## src/rtl/sleep_wake_pkg.sv

```systemverilog
package sleep_wake_pkg;
  typedef enum logic [1:0] {
    ST_AWAKE   = 2'd0,
    ST_ASLEEP  = 2'd1,
    ST_STARTUP = 2'd2,
    ST_RESUME  = 2'd3
  } slp_state_t;

  typedef enum logic [1:0] {
    WK_IRQ = 2'd0,
    WK_WDT = 2'd1,
    WK_RST = 2'd2
  } wake_src_t;
endpackage

```

## src/rtl/irq_pending.sv

```systemverilog
module irq_pending #(
  parameter int N_IRQ = 4
) (
  input  logic [N_IRQ-1:0] irq_en,
  input  logic [N_IRQ-1:0] irq_flag,
  output logic             pending
);
  logic [N_IRQ-1:0] armed;

  for (genvar i = 0; i < N_IRQ; i++) begin : g_src
    assign armed[i] = irq_en[i] & irq_flag[i];
  end

  assign pending = |armed;
endmodule

```

## src/rtl/startup_timer.sv

```systemverilog
module startup_timer #(
  parameter int XTAL_CYCLES = 1024,
  parameter int RC_CYCLES   = 4
) (
  input  logic clk,
  input  logic rst,
  input  logic load,
  input  logic osc_rc,
  input  logic run,
  output logic done
);
  localparam int MAXC = (XTAL_CYCLES > RC_CYCLES) ? XTAL_CYCLES : RC_CYCLES;
  localparam int CW   = $clog2(MAXC + 1);
  localparam logic [CW-1:0] XTAL_LD = CW'(XTAL_CYCLES - 1);
  localparam logic [CW-1:0] RC_LD   = CW'(RC_CYCLES - 1);

  logic [CW-1:0] cnt;

  always_ff @(posedge clk) begin
    if (rst) begin
      cnt <= '0;
    end else if (load) begin
      cnt <= osc_rc ? RC_LD : XTAL_LD;
    end else if (run && cnt != '0) begin
      cnt <= cnt - 1'b1;
    end
  end

  assign done = run && (cnt == '0);
endmodule

```

## src/rtl/sleep_fsm.sv

```systemverilog
module sleep_fsm
  import sleep_wake_pkg::*;
(
  input  logic clk,
  input  logic rst,
  input  logic sleep_exec,
  input  logic pending,
  input  logic gie,
  input  logic wdt_timeout,
  input  logic ext_reset_req,
  input  logic prefetch_retire,
  input  logic timer_done,
  output logic timer_load,
  output logic timer_run,
  output logic core_clk_en,
  output logic wdt_clear,
  output logic vector_req,
  output logic core_reset,
  output logic status_pd,
  output logic status_to
);
  slp_state_t state, state_n;
  wake_src_t  reason, reason_n;

  always_comb begin
    state_n  = state;
    reason_n = reason;
    unique case (state)
      ST_AWAKE: begin
        if (sleep_exec && !pending) state_n = ST_ASLEEP;
      end
      ST_ASLEEP: begin
        if (ext_reset_req) begin
          state_n  = ST_STARTUP;
          reason_n = WK_RST;
        end else if (wdt_timeout) begin
          state_n  = ST_STARTUP;
          reason_n = WK_WDT;
        end else if (pending) begin
          state_n  = ST_STARTUP;
          reason_n = WK_IRQ;
        end
      end
      ST_STARTUP: begin
        if (timer_done) state_n = (reason == WK_RST) ? ST_AWAKE : ST_RESUME;
      end
      ST_RESUME: begin
        if (prefetch_retire) state_n = ST_AWAKE;
      end
      default: state_n = ST_AWAKE;
    endcase
  end

  assign timer_load = (state == ST_ASLEEP) && (state_n == ST_STARTUP);
  assign timer_run  = (state == ST_STARTUP);

  always_ff @(posedge clk) begin
    if (rst) begin
      state       <= ST_AWAKE;
      reason      <= WK_IRQ;
      core_clk_en <= 1'b1;
      wdt_clear   <= 1'b0;
      vector_req  <= 1'b0;
      core_reset  <= 1'b0;
      status_pd   <= 1'b1;
      status_to   <= 1'b1;
    end else begin
      state       <= state_n;
      reason      <= reason_n;
      core_clk_en <= (state_n == ST_AWAKE) || (state_n == ST_RESUME);
      wdt_clear   <= timer_load;
      vector_req  <= (state == ST_RESUME) && prefetch_retire && gie;
      core_reset  <= (state == ST_STARTUP) && timer_done && (reason == WK_RST);
      if (state == ST_AWAKE && state_n == ST_ASLEEP) begin
        status_pd <= 1'b0;
        status_to <= 1'b1;
      end
      if (timer_load && reason_n == WK_WDT) status_to <= 1'b0;
      if (state == ST_STARTUP && timer_done && reason == WK_RST) status_to <= 1'b1;
    end
  end
endmodule

```

## src/rtl/sleep_wake_ctrl.sv

```systemverilog
module sleep_wake_ctrl #(
  parameter int N_IRQ       = 4,
  parameter int XTAL_CYCLES = 1024,
  parameter int RC_CYCLES   = 4
) (
  input  logic             clk,
  input  logic             rst,
  input  logic             sleep_exec,
  input  logic [N_IRQ-1:0] irq_en,
  input  logic [N_IRQ-1:0] irq_flag,
  input  logic             gie,
  input  logic             wdt_timeout,
  input  logic             ext_reset_req,
  input  logic             osc_rc,
  input  logic             prefetch_retire,
  output logic             core_clk_en,
  output logic             wdt_clear,
  output logic             vector_req,
  output logic             core_reset,
  output logic             status_pd,
  output logic             status_to
);
  logic pending;
  logic t_load, t_run, t_done;

  irq_pending #(.N_IRQ(N_IRQ)) u_pend (
    .irq_en   (irq_en),
    .irq_flag (irq_flag),
    .pending  (pending)
  );

  startup_timer #(.XTAL_CYCLES(XTAL_CYCLES), .RC_CYCLES(RC_CYCLES)) u_tmr (
    .clk    (clk),
    .rst    (rst),
    .load   (t_load),
    .osc_rc (osc_rc),
    .run    (t_run),
    .done   (t_done)
  );

  sleep_fsm u_fsm (
    .clk             (clk),
    .rst             (rst),
    .sleep_exec      (sleep_exec),
    .pending         (pending),
    .gie             (gie),
    .wdt_timeout     (wdt_timeout),
    .ext_reset_req   (ext_reset_req),
    .prefetch_retire (prefetch_retire),
    .timer_done      (t_done),
    .timer_load      (t_load),
    .timer_run       (t_run),
    .core_clk_en     (core_clk_en),
    .wdt_clear       (wdt_clear),
    .vector_req      (vector_req),
    .core_reset      (core_reset),
    .status_pd       (status_pd),
    .status_to       (status_to)
  );
endmodule

```

## config.mk

```make
export PLATFORM = sky130hd
export DESIGN_NAME = sleep_wake_ctrl
export DESIGN_NICKNAME = d
export VERILOG_FILES = /design/src/rtl/sleep_wake_pkg.sv /design/src/rtl/irq_pending.sv /design/src/rtl/startup_timer.sv /design/src/rtl/sleep_fsm.sv /design/src/rtl/sleep_wake_ctrl.sv
export SDC_FILE = /design/constraint.sdc
export NUM_CORES = 1
export LEC_CHECK = 0
export CORE_MARGIN = 2
export CORE_UTILIZATION = 45
export DETAILED_ROUTE_END_ITERATION = 8
export HOLD_SLACK_MARGIN = 0.12
export PLACE_DENSITY = 0.82
export SLEW_MARGIN = 20
export SYNTH_ARGS = -nofsm -noshare
export SYNTH_HDL_FRONTEND = slang
export SYNTH_SLANG_ARGS = --single-unit
```

## constraint.sdc

```tcl
create_clock -name clk -period 2.2 [get_ports clk]
set_input_delay 0.44 -clock clk [delete_from_list [all_inputs] [get_ports clk]]
set_output_delay 0.44 -clock clk [all_outputs]
set_load 0.01 [all_outputs]
```

==> impl.org <==
** GRT
- For this run, the total global-route usage over all layers was measured as 0.217.
- The initial antenna violation count was 0.
- Remaining Overflow, GRT :: 0
- The via count of the first global-routing pass was 1,139.
- Entering global routing, the biggest net connects 13 pins.
- Wire length of the first global-routing pass :: 4.79 mm

** Worst setup path
- For flop-to-flop paths, the worst setup slack is 120 ps.
- The worst setup path is captured at a flip-flop.
- Critical Path Sink :: u_tmr.cnt[3]$_SDFFE_PP0P_
- Origin of the critical flop-to-flop path :: u_tmr.cnt[1]$_SDFFE_PP0P_
- Data arrives at the worst endpoint at 2280 ps.
- In this run the critical register-to-register path is captured at u_tmr.cnt[3]$_SDFFE_PP0P_.
- The signal on the critical path passes through inv_2, ha_4, nor4b_4, nand3_2, nor3_2, o22ai_2, ha_2, nand2_2, nor2_1, a31oi_1, o22ai_1.
- STA classifies the critical path startpoint as a flip-flop.
- Required time at the worst-slack endpoint :: 2400 ps
- Worst Path Max Fanout :: 4
- In this design, the stage delay of the slowest critical-path cell is 350 ps.
- The most critical setup path has its startpoint at u_tmr.cnt[1]$_SDFFE_PP0P_.
- The critical path in this run is classified as reg2reg.
- Number of cells on the worst reg-to-reg path :: 11
- For this design, the slowest cell found on the critical path is sky130_fd_sc_hd__dfxtp_2.

** Yosys
- Cell type with the highest aggregate area in the netlist :: sky130_fd_sc_hd__dfxtp_1
- After synthesis, the most frequently instantiated cells are sky130_fd_sc_hd__dfxtp_1, sky130_fd_sc_hd__nor2_1, sky130_fd_sc_hd__nand2_1.
- Synthesis produced a netlist with a net count of 152.
- Netlist area before placement :: 1160 um^2
- In the post-synthesis netlist, the cell with the most instances is sky130_fd_sc_hd__dfxtp_1.
- In the post-synthesis netlist, the biggest area contributors are sky130_fd_sc_hd__dfxtp_1, sky130_fd_sc_hd__ha_1, sky130_fd_sc_hd__nor3_1.
- Of the synthesized area, sequential elements account for 0.364.
- Synthesis inferred 21 register bits.
- Synth async-reset ratio :: 0
- In the synthesized netlist, the number of instances is 132.
- Top-area cell type share of the netlist area :: 0.364
- Counting distinct cell types in the post-synthesis netlist gives 43.
- Synth Flop Type :: sky130_fd_sc_hd__dfxtp_1
- Count of warnings emitted by yosys :: 0
- Syn_area_per_cell :: 8.76 um^2
- Count of flip-flops with a built-in enable after synthesis :: 0

** Power and ir drop
- Power comes to 1.26 mW.
- Leakage power total :: 0.669 nW
- Power spread over the standard cell area amounts to 748 nW/um^2.
- The worst-case IR drop observed on VDD is 541 uV.

** Final layout
- Number of fill cells :: 194
- ANT cells :: 0
- Synthesis-to-finish area growth :: 45.5%
- Share of layout cells above drive strength 1 :: 0.317
- After the last flow step, the layout net total stands at 201.
- Excluding fillers, the count of instances in the completed layout stands at 210.

** Flow run
- Max-cap violations in this run came to 0.

** STA
- Count of final setup violators :: 0
- Counting I/O delays and the setup requirement, the final critical path takes 2080 ps.
- At the pin with the least slew margin, the transition time is 414 ps.
- Setup_tns :: 0 ps
- Final count of pins violating max slew :: 0
- Across the routed clock network, the largest skew measured is 2.03 ps.
- The number of hold violations in the final report came to 0.
- For this run, the top clock speed supported by timing is 481 MHz.
- Dividing the final minimum period by the clock period gives 0.944.
- Worst-case headroom to the max-slew limit :: 0.723

** Worst hold path
- The tightest min-delay check is of the reg2reg type.

** Die
- The core region is 2450 um^2.
- Top-Level Pins :: 22
- Die area :: 2990 um^2
- Horizontal die dimension :: 54.7 um
- Vertical die dimension :: 54.7 um
- Number of cell rows :: 18
- Starting density of the core :: 0.471

** Drt
- Vias/cell :: 5.60
- For this block, the initial DRC count from the detailed router was 49.
- Once detail routing completed, the nets flagged for antenna violations numbered 0.
- Wire length per cell :: 14.1 um
- Wires add up to 2.97 mm.
- Vias post-DR :: 1,176
- Residual DRC :: 0
- Count of TritonRoute iterations in the first routing pass :: 4

** Clocking
- Number of buffers created by CTS :: 3
- For the worst-skew pair, the clock arrives at the later sink with an insertion delay of 300 ps.
- Clock-pin slew was measured on the worst setup and hold paths at 130 ps.
- Clock buffer depth :: 2
- The tree is rooted in a sky130_fd_sc_hd__clkbuf_4.
- Post-CTS Hold Fix Bufs :: 0
- TritonCTS built the clock tree.
- The tree built by TritonCTS fans out to 21 sinks.
- In this run the number of H-tree levels came out at 1.

** Placed design
- In this run the tool buffered the top-level ports with 21 buffer cells.
- Including well taps, the total number of placed cells is 202.
- Detailed placement finished with a half-perimeter wire length of 2.28 mm.
- Routability Congestion :: 0.910

** Run status
- Status :: complete, no violations
cells by family after synthesis:
logic type      share of synthesized area
compound gates                      0.198
xor+xnor                           0.0379
fa+ha+maj                          0.0433
buf+inv                            0.0314
flops                               0.364
mux                               0.00866
simple gates                        0.317
cells in the final DEF (no fill, tap or decap), types with 2 or more instances in the layout:
cell,n
sky130_fd_sc_hd__xor2_1,3
sky130_fd_sc_hd__nand4b_1,2
sky130_fd_sc_hd__a211oi_1,2
sky130_fd_sc_hd__and2_4,2
sky130_fd_sc_hd__clkdlybuf4s50_1,21
sky130_fd_sc_hd__nor3_1,7
sky130_fd_sc_hd__nor4_4,2
sky130_fd_sc_hd__a21oi_1,8
sky130_fd_sc_hd__nor2_2,2
sky130_fd_sc_hd__dfxtp_1,19
sky130_fd_sc_hd__ha_1,2
sky130_fd_sc_hd__buf_4,26
sky130_fd_sc_hd__o21ai_0,4
sky130_fd_sc_hd__nand2b_1,2
sky130_fd_sc_hd__nor3_2,2
sky130_fd_sc_hd__dfxtp_2,2
sky130_fd_sc_hd__o22ai_1,2
sky130_fd_sc_hd__nand2_1,10
sky130_fd_sc_hd__a31oi_1,5
sky130_fd_sc_hd__xnor2_1,2
sky130_fd_sc_hd__o211ai_1,2
sky130_fd_sc_hd__clkbuf_4,3
sky130_fd_sc_hd__a21o_1,2
sky130_fd_sc_hd__nand3_1,3
sky130_fd_sc_hd__inv_2,2
sky130_fd_sc_hd__nor2b_1,2
sky130_fd_sc_hd__inv_1,4
sky130_fd_sc_hd__nor4b_4,2
sky130_fd_sc_hd__nor2_1,11
sky130_fd_sc_hd__a22oi_2,2
worst max-delay path, delay by kind of cell, from the launching register on:
family	cells	cell delay [ps]
AOI/OAI and AO/OA	3	400
adders and majority gates	2	350
buffers and inverters	1	80
DFF	1	350
and+or+nand+nor	5	800
timing repair:
item                                    CTS  global route
gates resized for setup                   3            15
cloned                                    0             0
endpoints found under the setup margin    8            11
setup buffers                             1             3
pin swaps                                 1             6
endpoints found under the hold margin     0             0
flip-flops by register name (all words and copies together), names as in the netlist:
register,cells
u_fsm.core_reset,1
u_tmr.cnt,11
u_fsm.wdt_clear,1
u_fsm.vector_req,1
u_fsm.reason,2
u_fsm.core_clk_en,1
u_fsm.status_to,1
u_fsm.status_pd,1
u_fsm.state,2
layout make-up:
class                           count  area, um^2  share of cell area
Multi-Input combinational cell    102         766               0.455
Sequential cell                    21         423               0.251
Timing Repair Buffer               47         405               0.241
Tap cell                           30        37.5              0.0223
Clock buffer                        3        22.5              0.0134
Inverter                            6        22.5              0.0134
Clock inverter                      1        5.00             0.00298
metrics by stage:
stage	setup WS [ps]	util	hold WS, ps	instance area [um^2]
floorplan	41.3	-	489	1160
global placement	-268	0.637	436	1560
detailed placement	-377	0.637	451	1560
CTS	0.0666	0.653	480	1600
global route	-37.4	0.685	494	1680
finish	123	0.685	479	1680
per-layer routing:
layer / part of all wire / GRT usage
met2: 0.51 / 0.379
met5: 0 / 0
met1: 0.43 / 0.267
met4: 0.012 / 0.0792
met3: 0.047 / 0.0301
worst min-delay path by stage:
stage                                       startpoint                           end  slack, ps  cells after the start
after floorplan              u_tmr.cnt[0]$_SDFFE_PP0P_     u_tmr.cnt[0]$_SDFFE_PP0P_        490                      1
after global placement    u_fsm.status_pd$_SDFFE_PP1P_  u_fsm.status_pd$_SDFFE_PP1P_        440                      1
after detailed placement  u_fsm.status_pd$_SDFFE_PP1P_  u_fsm.status_pd$_SDFFE_PP1P_        450                      1
after CTS                 u_fsm.status_pd$_SDFFE_PP1P_  u_fsm.status_pd$_SDFFE_PP1P_        480                      1
after global routing      u_fsm.status_pd$_SDFFE_PP1P_  u_fsm.status_pd$_SDFFE_PP1P_        490                      1
final                     u_fsm.status_pd$_SDFFE_PP1P_  u_fsm.status_pd$_SDFFE_PP1P_        480                      1
report_power, final:
group          switching, mW  total, mW  internal, mW
Sequential            0.0364      0.450         0.413
Combinational          0.277      0.616         0.339
Clock                  0.125      0.192        0.0677
Total                  0.438       1.26         0.820
(Power assumes the default switching activity.)
